==> config.mk <==
export PLATFORM = sky130hd
export DESIGN_NAME = pp_alt_adder
export DESIGN_NICKNAME = d
export VERILOG_FILES = /design/src/rtl/pp_alt_pkg.sv /design/src/rtl/pp_pre.sv /design/src/rtl/pp_fix.sv /design/src/rtl/pp_dot.sv /design/src/rtl/pp_semi.sv /design/src/rtl/pp_net.sv /design/src/rtl/pp_post.sv /design/src/rtl/pp_alt_adder.sv
export SDC_FILE = /design/constraint.sdc
export NUM_CORES = 1
export LEC_CHECK = 0
export BUFFER_PORTS_ARGS = -buffer_cell sky130_fd_sc_hd__buf_4
export CORE_ASPECT_RATIO = 0.8
export CORE_MARGIN = 4
export CORE_UTILIZATION = 30
export CTS_BUF_LIST = sky130_fd_sc_hd__clkbuf_8
export CTS_CLUSTER_SIZE = 12
export DETAILED_ROUTE_END_ITERATION = 12
export SLEW_MARGIN = 20
export SYNTH_ARGS = -nofsm -noshare
export SYNTH_HDL_FRONTEND = slang
export SYNTH_HIERARCHICAL = 1
export SYNTH_SLANG_ARGS = --single-unit
==> constraint.sdc <==
create_clock -name clk -period 7.9 [get_ports clk]
set_input_delay 1.58 -clock clk [delete_from_list [all_inputs] [get_ports clk]]
set_output_delay 1.58 -clock clk [all_outputs]
set_load 0.01 [all_outputs]
==> src/rtl/pp_alt_pkg.sv <==
// Package pp_alt_pkg
// Describes the segmented prefix graph used by the adder and derives every
// structural figure from it: word width, segment start of each column, the
// stage at which each carry leaves the network, and the node counts.
// Assumes segment 0 holds exactly one column (bit 0), whose carry is the
// bit-0 generate itself.
package pp_alt_pkg;

    localparam int NSEG = 9;

    // Length of segment k, counted from bit 0 upward.
    function automatic int seg_len(input int k);
        case (k)
            0:       return 1;
            1:       return 2;
            2:       return 3;
            3:       return 4;
            4, 5:    return 5;
            default: return 4;
        endcase
    endfunction

    // Total adder width, the sum of all segment lengths.
    function automatic int total_width();
        int acc;
        acc = 0;
        for (int k = 0; k < NSEG; k++) acc += seg_len(k);
        return acc;
    endfunction

    localparam int ADD_W = total_width();

    // Lowest column of segment k.
    function automatic int seg_start(input int k);
        int acc;
        acc = 0;
        for (int m = 0; m < k; m++) acc += seg_len(m);
        return acc;
    endfunction

    // Segment holding column i.
    function automatic int seg_of(input int i);
        int acc;
        acc = 0;
        for (int k = 0; k < NSEG; k++) begin
            if (i < acc + seg_len(k)) return k;
            acc += seg_len(k);
        end
        return NSEG - 1;
    endfunction

    function automatic int imax(input int x, input int y);
        return (x > y) ? x : y;
    endfunction

    // Stage at which the carry leaving the top column of segment k is ready.
    function automatic int seg_depth(input int k);
        int d;
        d = 0;
        for (int m = 1; m <= k; m++) d = imax(seg_len(m) - 1, d) + 1;
        return d;
    endfunction

    // Stage at which the carry of column i is ready (0 = pre-processing).
    function automatic int carry_depth(input int i);
        int k;
        k = seg_of(i);
        if (k == 0) return 0;
        return imax(i - seg_start(k), seg_depth(k - 1)) + 1;
    endfunction

    // A value produced at stage d is active-low when d is even.
    function automatic bit low_at(input int d);
        return (d % 2) == 0;
    endfunction

    // Number of full cells (group generate and propagate).
    function automatic int dot_count();
        int acc;
        acc = 0;
        for (int k = 1; k < NSEG; k++) acc += seg_len(k) - 1;
        return acc;
    endfunction

    // Number of generate-only cells, one per column above bit 0.
    function automatic int semi_count();
        return ADD_W - 1;
    endfunction

    // Deepest stage of the whole network.
    function automatic int net_depth();
        int d;
        d = 0;
        for (int i = 0; i < ADD_W; i++) d = imax(d, carry_depth(i));
        return d;
    endfunction

    // Largest number of cells fed by one prefix-cell output or carry.
    function automatic int max_fanout();
        int f;
        f = 2;
        for (int k = 1; k < NSEG; k++) f = imax(f, seg_len(k));
        return f;
    endfunction

endpackage

==> src/rtl/pp_pre.sv <==
// Module pp_pre
// Pre-processing: forms per-bit generate and propagate, both active-low.
// Generate is the NAND of the operand bits, propagate is their XNOR.
// Assumes nothing beyond equal operand widths.
module pp_pre #(
    parameter int W = 32
) (
    input  logic [W-1:0] a,
    input  logic [W-1:0] b,
    output logic [W-1:0] gen_n,
    output logic [W-1:0] prp_n
);
    // Bitwise inverted generate and propagate.
    always_comb begin
        gen_n = ~(a & b);
        prp_n = ~(a ^ b);
    end
endmodule

==> src/rtl/pp_fix.sv <==
// Module pp_fix
// Edge adapter between a producing and a consuming prefix stage. When FLIP is
// set the edge carries the inverter pair that restores the polarity the
// consumer expects (one inversion in logic); otherwise it is a plain wire.
module pp_fix #(
    parameter int W    = 1,
    parameter bit FLIP = 1'b0
) (
    input  logic [W-1:0] x,
    output logic [W-1:0] y
);
    if (FLIP) begin : g_inv
        // Polarity-mismatched edge: invert.
        assign y = ~x;
    end else begin : g_pass
        // Matched edge: pass through.
        assign y = x;
    end
endmodule

==> src/rtl/pp_dot.sv <==
// Module pp_dot
// Full prefix cell: combines a high group (g_hi, p_hi) with a low group
// (g_lo, p_lo) into (g_hi | p_hi & g_lo, p_hi & p_lo).
// ODD = 1: inputs active-low, outputs active-high (odd stage).
// ODD = 0: inputs active-high, outputs active-low (even stage).
module pp_dot #(
    parameter bit ODD = 1'b1
) (
    input  logic gh,
    input  logic ph,
    input  logic gl,
    input  logic pl,
    output logic go,
    output logic po
);
    if (ODD) begin : g_odd
        // Low-in, high-out form of the combine.
        assign go = ~(gh & (ph | gl));
        assign po = ~(ph | pl);
    end else begin : g_even
        // High-in, low-out form of the combine.
        assign go = ~(gh | (ph & gl));
        assign po = ~(ph & pl);
    end
endmodule

==> src/rtl/pp_semi.sv <==
// Module pp_semi
// Generate-only prefix cell, the last node in a column: produces the column
// carry g_hi | p_hi & g_lo. Polarity convention as in pp_dot.
module pp_semi #(
    parameter bit ODD = 1'b1
) (
    input  logic gh,
    input  logic ph,
    input  logic gl,
    output logic go
);
    if (ODD) begin : g_odd
        // Low-in, high-out carry.
        assign go = ~(gh & (ph | gl));
    end else begin : g_even
        // High-in, low-out carry.
        assign go = ~(gh | (ph & gl));
    end
endmodule

==> src/rtl/pp_net.sv <==
// Module pp_net
// Segmented prefix network. Inside each segment a serial chain of full cells
// forms the group term from the segment's first column to every column; a
// generate-only cell per column then merges it with the carry leaving the
// previous segment. Every cell sits at a stage fixed by pp_alt_pkg, and each
// input edge is adapted to that stage's polarity. car_raw holds each carry in
// the polarity of the stage that made it.
// Assumes active-low inputs from pp_pre and segment 0 of width one.
module pp_net
    import pp_alt_pkg::*;
#(
    parameter int W = ADD_W
) (
    input  logic [W-1:0] gen_n,
    input  logic [W-1:0] prp_n,
    output logic [W-1:0] car_raw
);
    logic [W-1:0] grp_g;
    logic [W-1:0] grp_p;

    for (genvar i = 0; i < W; i++) begin : g_col
        localparam int K  = seg_of(i);
        localparam int B  = seg_start(K);
        localparam int J  = i - B;
        localparam int T  = carry_depth(i);

        // Group term from the segment base to column i.
        if (J == 0) begin : g_base
            assign grp_g[i] = gen_n[i];
            assign grp_p[i] = prp_n[i];
        end else begin : g_chain
            localparam bit WANT_LOW = (J % 2) == 1;
            logic [1:0] hi_pair;
            logic [1:0] lo_pair;
            pp_fix #(.W(2), .FLIP(low_at(0) != WANT_LOW)) u_hi_fix (
                .x({gen_n[i], prp_n[i]}),
                .y(hi_pair)
            );
            pp_fix #(.W(2), .FLIP(low_at(J - 1) != WANT_LOW)) u_lo_fix (
                .x({grp_g[i-1], grp_p[i-1]}),
                .y(lo_pair)
            );
            pp_dot #(.ODD(WANT_LOW)) u_dot (
                .gh(hi_pair[1]),
                .ph(hi_pair[0]),
                .gl(lo_pair[1]),
                .pl(lo_pair[0]),
                .go(grp_g[i]),
                .po(grp_p[i])
            );
        end

        // Column carry.
        if (i == 0) begin : g_lsb
            assign car_raw[0] = gen_n[0];
        end else begin : g_merge
            localparam bit WANT_LOW = (T % 2) == 1;
            logic [1:0] hi_pair;
            logic       lo_g;
            pp_fix #(.W(2), .FLIP(low_at(J) != WANT_LOW)) u_hi_fix (
                .x({grp_g[i], grp_p[i]}),
                .y(hi_pair)
            );
            pp_fix #(.W(1), .FLIP(low_at(carry_depth(B - 1)) != WANT_LOW)) u_lo_fix (
                .x(car_raw[B-1]),
                .y(lo_g)
            );
            pp_semi #(.ODD(WANT_LOW)) u_semi (
                .gh(hi_pair[1]),
                .ph(hi_pair[0]),
                .gl(lo_g),
                .go(car_raw[i])
            );
        end
    end
endmodule

==> src/rtl/pp_post.sv <==
// Module pp_post
// Post-processing: each sum bit is the inverted propagate of its column
// XORed with the carry from the column below, corrected for the polarity in
// which that carry left the network. Bit 0 sees a zero carry-in.
module pp_post
    import pp_alt_pkg::*;
#(
    parameter int W = ADD_W
) (
    input  logic [W-1:0] prp_n,
    input  logic [W-1:0] car_raw,
    output logic [W-1:0] sum,
    output logic         cout
);
    for (genvar i = 0; i < W; i++) begin : g_bit
        if (i == 0) begin : g_lsb
            // No carry-in: sum is the true propagate.
            assign sum[0] = ~prp_n[0];
        end else if (low_at(carry_depth(i - 1))) begin : g_cmp
            // Complemented carry cancels the inverted propagate.
            assign sum[i] = prp_n[i] ^ car_raw[i-1];
        end else begin : g_true
            // True carry: restore the propagate polarity.
            assign sum[i] = ~(prp_n[i] ^ car_raw[i-1]);
        end
    end

    if (low_at(carry_depth(W - 1))) begin : g_cout_cmp
        // Top carry left an even stage.
        assign cout = ~car_raw[W-1];
    end else begin : g_cout_true
        // Top carry left an odd stage.
        assign cout = car_raw[W-1];
    end
endmodule

==> src/rtl/pp_alt_adder.sv <==
// Module pp_alt_adder
// Top of the alternating-polarity prefix adder: pre-processing, prefix
// network and sum stage, followed by an optional output register with
// synchronous active-low reset (REG_OUT = 1). No carry-in.
// Assumes operands are held stable around the rising clock edge.
module pp_alt_adder
    import pp_alt_pkg::*;
#(
    parameter bit REG_OUT = 1'b1
) (
    input  logic             clk,
    input  logic             rst_n,
    input  logic [ADD_W-1:0] a,
    input  logic [ADD_W-1:0] b,
    output logic [ADD_W-1:0] sum,
    output logic             cout
);
    localparam int W = ADD_W;

    logic [W-1:0] gen_n;
    logic [W-1:0] prp_n;
    logic [W-1:0] car_raw;
    logic [W-1:0] sum_c;
    logic         cout_c;

    pp_pre #(.W(W)) u_pre (
        .a(a), .b(b), .gen_n(gen_n), .prp_n(prp_n)
    );

    pp_net #(.W(W)) u_net (
        .gen_n(gen_n), .prp_n(prp_n), .car_raw(car_raw)
    );

    pp_post #(.W(W)) u_post (
        .prp_n(prp_n), .car_raw(car_raw), .sum(sum_c), .cout(cout_c)
    );

    if (REG_OUT) begin : g_reg
        // Output register, cleared by synchronous reset.
        always_ff @(posedge clk) begin
            if (!rst_n) begin
                sum  <= '0;
                cout <= 1'b0;
            end else begin
                sum  <= sum_c;
                cout <= cout_c;
            end
        end


        out_lag_chk: assert property (@(posedge clk) disable iff (!rst_n)
            $past(rst_n) |-> ({cout, sum} == $past({1'b0, a} + {1'b0, b})));


        rst_clr_chk: assert property (@(posedge clk)
            !rst_n |=> (sum == '0 && !cout));
    end else begin : g_comb
        // Purely combinational result.
        assign sum  = sum_c;
        assign cout = cout_c;
    end

    // True-form carries, used only by the checks below.
    logic [W-1:0] c_true;
    for (genvar i = 0; i < W; i++) begin : g_ct
        if (low_at(carry_depth(i))) begin : g_n
            assign c_true[i] = ~car_raw[i];
        end else begin : g_p
            assign c_true[i] = car_raw[i];
        end
    end


    carry_lsb_chk: assert property (@(posedge clk) disable iff (!rst_n)
        c_true[0] == (a[0] & b[0]));


    carry_rec_chk: assert property (@(posedge clk) disable iff (!rst_n)
        c_true[W-1:1] == ((a[W-1:1] & b[W-1:1]) | ((a[W-1:1] ^ b[W-1:1]) & c_true[W-2:0])));


    sum_bit_chk: assert property (@(posedge clk) disable iff (!rst_n)
        sum_c == (a ^ b ^ {c_true[W-2:0], 1'b0}));


    cout_top_chk: assert property (@(posedge clk) disable iff (!rst_n)
        cout_c == c_true[W-1]);
endmodule

# Yosys cells after proc, flatten, opt, wreduce, memory -nomap -nowiden
# Index checks and enable logic that the tools add are counted.
# op_classes
bitwise_logic,284
# ops
operator,count
inverter 1 bit,95
OR 1 bit,68
inverter 32 bit,2
AND 1 bit,63
inverter 2 bit,23
AND 32 bit,1
XOR 32 bit,1
XOR 1 bit,31
# word_totals
in_bits,66
register_bits,33
out_inout_bits,33

# Longest topological paths before layout
# depth
depth_word,30
ltp_mapped,22

# Hierarchy
# The synthesis kept the hierarchy.
# by_module_without_submodules
mod,area_each_um2,cells_per_inst,instances,seq_area_each_um2
pp_alt_adder,923.4,69,1,660.6
pp_fix at u_net.g_col[10].g_merge.u_hi_fix ...,15.0,2,54,0.0
pp_pre,640.6,96,1,0.0
pp_dot,12.5,2,23,0.0
pp_post,282.8,33,1,0.0
pp_fix at u_net.g_col[10].g_merge.u_lo_fix ...,7.5,1,30,0.0
pp_fix at u_net.g_col[11].g_merge.u_hi_fix ...,7.5,2,23,0.0
pp_semi at u_net.g_col[15].g_merge.u_semi ...,8.8,1,14,0.0
pp_semi at u_net.g_col[10].g_merge.u_semi ...,5.0,1,17,0.0
pp_net,7.5,1,1,0.0
pp_fix at u_net.g_col[2].g_merge.u_lo_fix,3.8,1,1,0.0

# Worst setup path after synthesis
# OpenSTA, ideal clock, no wires.
# synth_timing
kind,in2reg
from,in a[1]
to,reg sum[29]
arrival_ns,4.755
setup_ns,0.116
slack_ns,3.029
path_stages,22
cell_sequence,ha_1 > inv_1 > buf_4 > nor2_1 > buf_4 > a21oi_2 > buf_4 > o21ai_1 > buf_4 > a21oi_2 > buf_4 > o21ai_1 > buf_4 > a21oi_2 > buf_4 > o21ai_1 > buf_4 > a21oi_2 > buf_4 > o21ai_1 > xnor2_1 > and2_2
# synth_via
elab_chain_cells,30
# synth_rtl
element,line,text
"start, declared",pp_alt_adder.sv:13,"input logic [ADD_W-1:0] a,"
XOR 32 bit,pp_pre.sv:16,prp_n = ~(a ^ b);
inverter 32 bit,pp_pre.sv:16,
net prp_n[1],pp_alt_adder.sv:21,logic [W-1:0] prp_n;
OR 1 bit,pp_dot.sv:19,assign po = ~(ph | pl);
inverter 1 bit,pp_dot.sv:19,
net u_net.grp_p[2],pp_net.sv:19,logic [W-1:0] grp_p;
AND 1 bit,pp_semi.sv:17,assign go = ~(gh | (ph & gl));
OR 1 bit,pp_semi.sv:17,
[1 not listed],-,
net car_raw[2],pp_alt_adder.sv:22,logic [W-1:0] car_raw;
[3 not listed],-,
net car_raw[5],pp_alt_adder.sv:22,
[3 not listed],-,
net car_raw[9],pp_alt_adder.sv:22,
[3 not listed],-,
net car_raw[14],pp_alt_adder.sv:22,
[3 not listed],-,
net car_raw[19],pp_alt_adder.sv:22,
[3 not listed],-,
net car_raw[23],pp_alt_adder.sv:22,
[3 not listed],-,
net car_raw[27],pp_alt_adder.sv:22,
OR 1 bit,pp_semi.sv:14,assign go = ~(gh & (ph | gl));
AND 1 bit,pp_semi.sv:14,
inverter 1 bit,pp_semi.sv:14,
net car_raw[28],pp_alt_adder.sv:22,
XOR 1 bit,pp_post.sv:24,assign sum[i] = ~(prp_n[i] ^ car_raw[i-1]);
inverter 1 bit,pp_post.sv:24,
net sum_c[29],pp_alt_adder.sv:23,logic [W-1:0] sum_c;
"end signal, assigned",pp_alt_adder.sv:45,sum <= sum_c;
"end, declared",pp_alt_adder.sv:15,"output logic [ADD_W-1:0] sum,"
# The timed path passes the listed nets, and every way through them passes these cells.
# A chain may end at the register's enable or synchronous reset.

# Worst setup path after layout
# layout_timing
from,in a[2]
to,reg sum[31]
# The elaborated chain is that of the path after synthesis.

==> results.md <==
* FF+latch count, synth at 33
* # DRC at 0
* Power per standard cell area at between 150 and 200 mW/mm^2
* Most common cell after layout, fill and taps aside: sky130_fd_sc_hd__inv_1
* Final critical delay including setup and external delays at 4.73 ns
* Library cell contributing the largest single delay on the critical path: sky130_fd_sc_hd__o21ai_1
* Number of antenna diodes at 0
* Data required, critical path at a little over 8 ns
* Area growth syn-to-layout at -1.23%
* Total Negative Setup Slacks at 0 ns
* Max cap viols at 0
* WL per Instance at between 9 and 10 microns
* Number of buffers added by the clock tree synthesis step at 5
* Gate Count Post-Synth at ~460
* Number of warnings reported in the yosys synthesis log at 6
* Worst-path fanout max at 6
* Total global-route track usage at roughly 8%
* Die height at 105 microns
* Start-to-end type of the worst setup path: in2reg
* Count of buffers inserted at the top-level ports at 98
* Detailed Route Iter0 Violations at 43
* Worst slew slack as a fraction of its limit at between 50% and 60%
* Reg clk slew, reported paths at 0.08 ns
* Clock H-tree levels at 2
* Effective utilization at floorplan at 30.8%
* Pins Over Slew Limit at 0
* Post-Place Setup Slack at around 2.8 ns
* I/O pin cnt at 99
* Final Worst Setup Slack at between 3 and 4 ns
* Clk root buf: sky130_fd_sc_hd__clkbuf_8
* Final standard cell count with taps included and fillers excluded at 572
* Post-cts sizing count at 0
* Global route overflow at 0
* RSZ-0062 raised after global routing: false
* Detailed placer's ending HPWL at 4710 microns
* Power after layout at 0.000548 W
* Pin count of the biggest net entering global routing at 34
* Global placement routability congestion at between 0.7 and 0.8
* Biggest cell delay along the critical path at around 0.57 ns
* Post-layout nets at 521
* Wire length of the first global-routing pass at roughly 9000 microns
* Launching element type of the critical path: input pin
* Slew at the pin closest to its max-slew limit at about 0.64 ns
* Mean Syn Cell Area at roughly 7.7 sq um
* Wire length reported by the detailed router at 5450 microns
* Initial DRT Pass Iterations at 4
* Seq/Total Area, Yosys at between 10% and 20%
* Data arrival, critical path at just under 5 ns
* Min-Delay Path Depth at 5
* Via Count at 2117
* Classification of the worst-slack hold path: in2reg
* Peak supply drop at 0.0000471 V
* End of the worst hold path: sum[0]$_SDFF_PN0_
* Leakage at 1.94 nW
* Placed Cells at 564
* Hold Violations, Final at 0
* Total standard cell area after synthesis at about 0.0036 sq mm
* Antenna Nets Post-Route at 0
* Highest achievable clock rate at 0.211 GHz
* Outcome: finished clean
* Synthesized Nets at about 560
* Cells traversed along the worst timing path: buf_4 > ha_1 > inv_1 > nor2_1 > a21oi_2 > o21ai_1 > a21oi_2 > o21ai_1 > a21oi_2 > o21ai_1 > a21oi_2 > o21ai_1 > xnor2_1 > and2_2
* Count of endpoints failing setup in the final report at 0
* Launch instance of the worst min-delay path: b[0]
* Chip width at 130 microns
* Number of placement rows at 35
* Count of different cell masters after synthesis at 13
* Ratio of final minimum period to clock period at between 50 and 60%
* Number of vias per cell at around 3.7
* Vias in the first global route at approximately 2.1k
* Hold buffer count at CTS at 0
* Commonest cells after routing, fill and taps aside: 112 x sky130_fd_sc_hd__inv_1, 98 x sky130_fd_sc_hd__buf_4, 33 x sky130_fd_sc_hd__and2_2, 33 x sky130_fd_sc_hd__dfxtp_1, 32 x sky130_fd_sc_hd__ha_1
* Clk sinks at 33
* Layout cells sized above 1 at about 42%
* Clock Path Buffers at 2
* Core area at ~0.012 sq mm
* CTS tree: done
* Category of the worst setup path capture point: flop
* Number of antenna violations at the first check in global routing at 0
* Total die area at ~0.014 sq mm
* Post-CTS setup-driven buffer insertion count at 0
-- critical path: cells and delay by family --
family	cells	cell delay [ns]
AOI/OAI and AO/OA	8	2.50
xor gates and xnor gates	1	0.08
buffers and inverters	2	0.18
adders and majority gates	1	0.26
and+or+nand+nor	2	0.31
-- layer usage --
metal | up-vias | track usage [%] | share of wire, %
met2 | 57 | 14.2 | 49
met1 | 914 | 9.16 | 40
met4 | 0 | 2.00 | 1.0
li1 | 1139 | - | -
met5 | - | 0 | 0
met3 | 7 | 3.70 | 10
-- where the power goes --
part,internal [W],switching [W]
Clock,0.0000789,0.0000674
Combinational,0.000107,0.0000977
Sequential,0.000190,0.00000678
Total,0.000376,0.000172
-- worst max-delay path by stage --
stage	slack (ns)	endpoint	from
global route	2.74	sum[31]$_SDFF_PN0_	a[2]
CTS	3.08	sum[30]$_SDFF_PN0_	a[2]
detailed placement	2.76	sum[30]$_SDFF_PN0_	a[2]
global placement	2.85	sum[31]$_SDFF_PN0_	a[2]
finish	3.17	sum[31]$_SDFF_PN0_	a[2]
floorplan	3.03	sum[29]$_SDFF_PN0_	a[1]
-- sequential cells by signal (all words and copies together) (netlist names) --
signal and cells:
sum 32, cout 1
-- synthesized netlist by cell type --
library cell | count | area, sq um
sky130_fd_sc_hd__ha_1 | 32 | 400
sky130_fd_sc_hd__and2_2 | 33 | 248
sky130_fd_sc_hd__o21ai_2 | 14 | 123
sky130_fd_sc_hd__nor2_1 | 14 | 52.6
sky130_fd_sc_hd__xnor2_1 | 16 | 140
sky130_fd_sc_hd__clkbuf_2 | 3 | 15.0
sky130_fd_sc_hd__o21ai_1 | 17 | 85.1
sky130_fd_sc_hd__a21oi_2 | 23 | 201
sky130_fd_sc_hd__xor2_1 | 15 | 131
sky130_fd_sc_hd__nand2_1 | 9 | 33.8
sky130_fd_sc_hd__buf_4 | 140 | 1050
sky130_fd_sc_hd__dfxtp_1 | 33 | 661
sky130_fd_sc_hd__inv_1 | 112 | 420
-- cell type report --
type                            instances  area [sq um]
Multi-Input combinational cell        173          1420
Clock buffer                            7          96.3
Timing Repair Buffer                   98           736
Fill cell                            1262          8040
Clock inverter                          1          5.00
Inverter                              112           420
Sequential cell                        33           661
Tap cell                              148           185
-- through the flow --
stage	utilization, %	instance area (sq um)	hold slack, ns
after CTS	30.4	3520	1.67
after global placement	29.6	3420	1.98
after floorplan	-	3560	1.72
final	30.4	3520	1.69
after global routing	30.4	3520	1.70
after detailed placement	29.6	3420	1.97
-- kinds of logic after synthesis --
| group | synth area share, % |
|---|---|
| AND/OR/NAND/NOR | 9.38 |
| AO/OA/AOI/OAI | 11.5 |
| XOR/XNOR | 7.62 |
| buffers and inverters | 41.7 |
| flip-flops | 18.5 |
| adder cells (fa/ha/maj) | 11.2 |
Power figures use the tool's default switching activity.
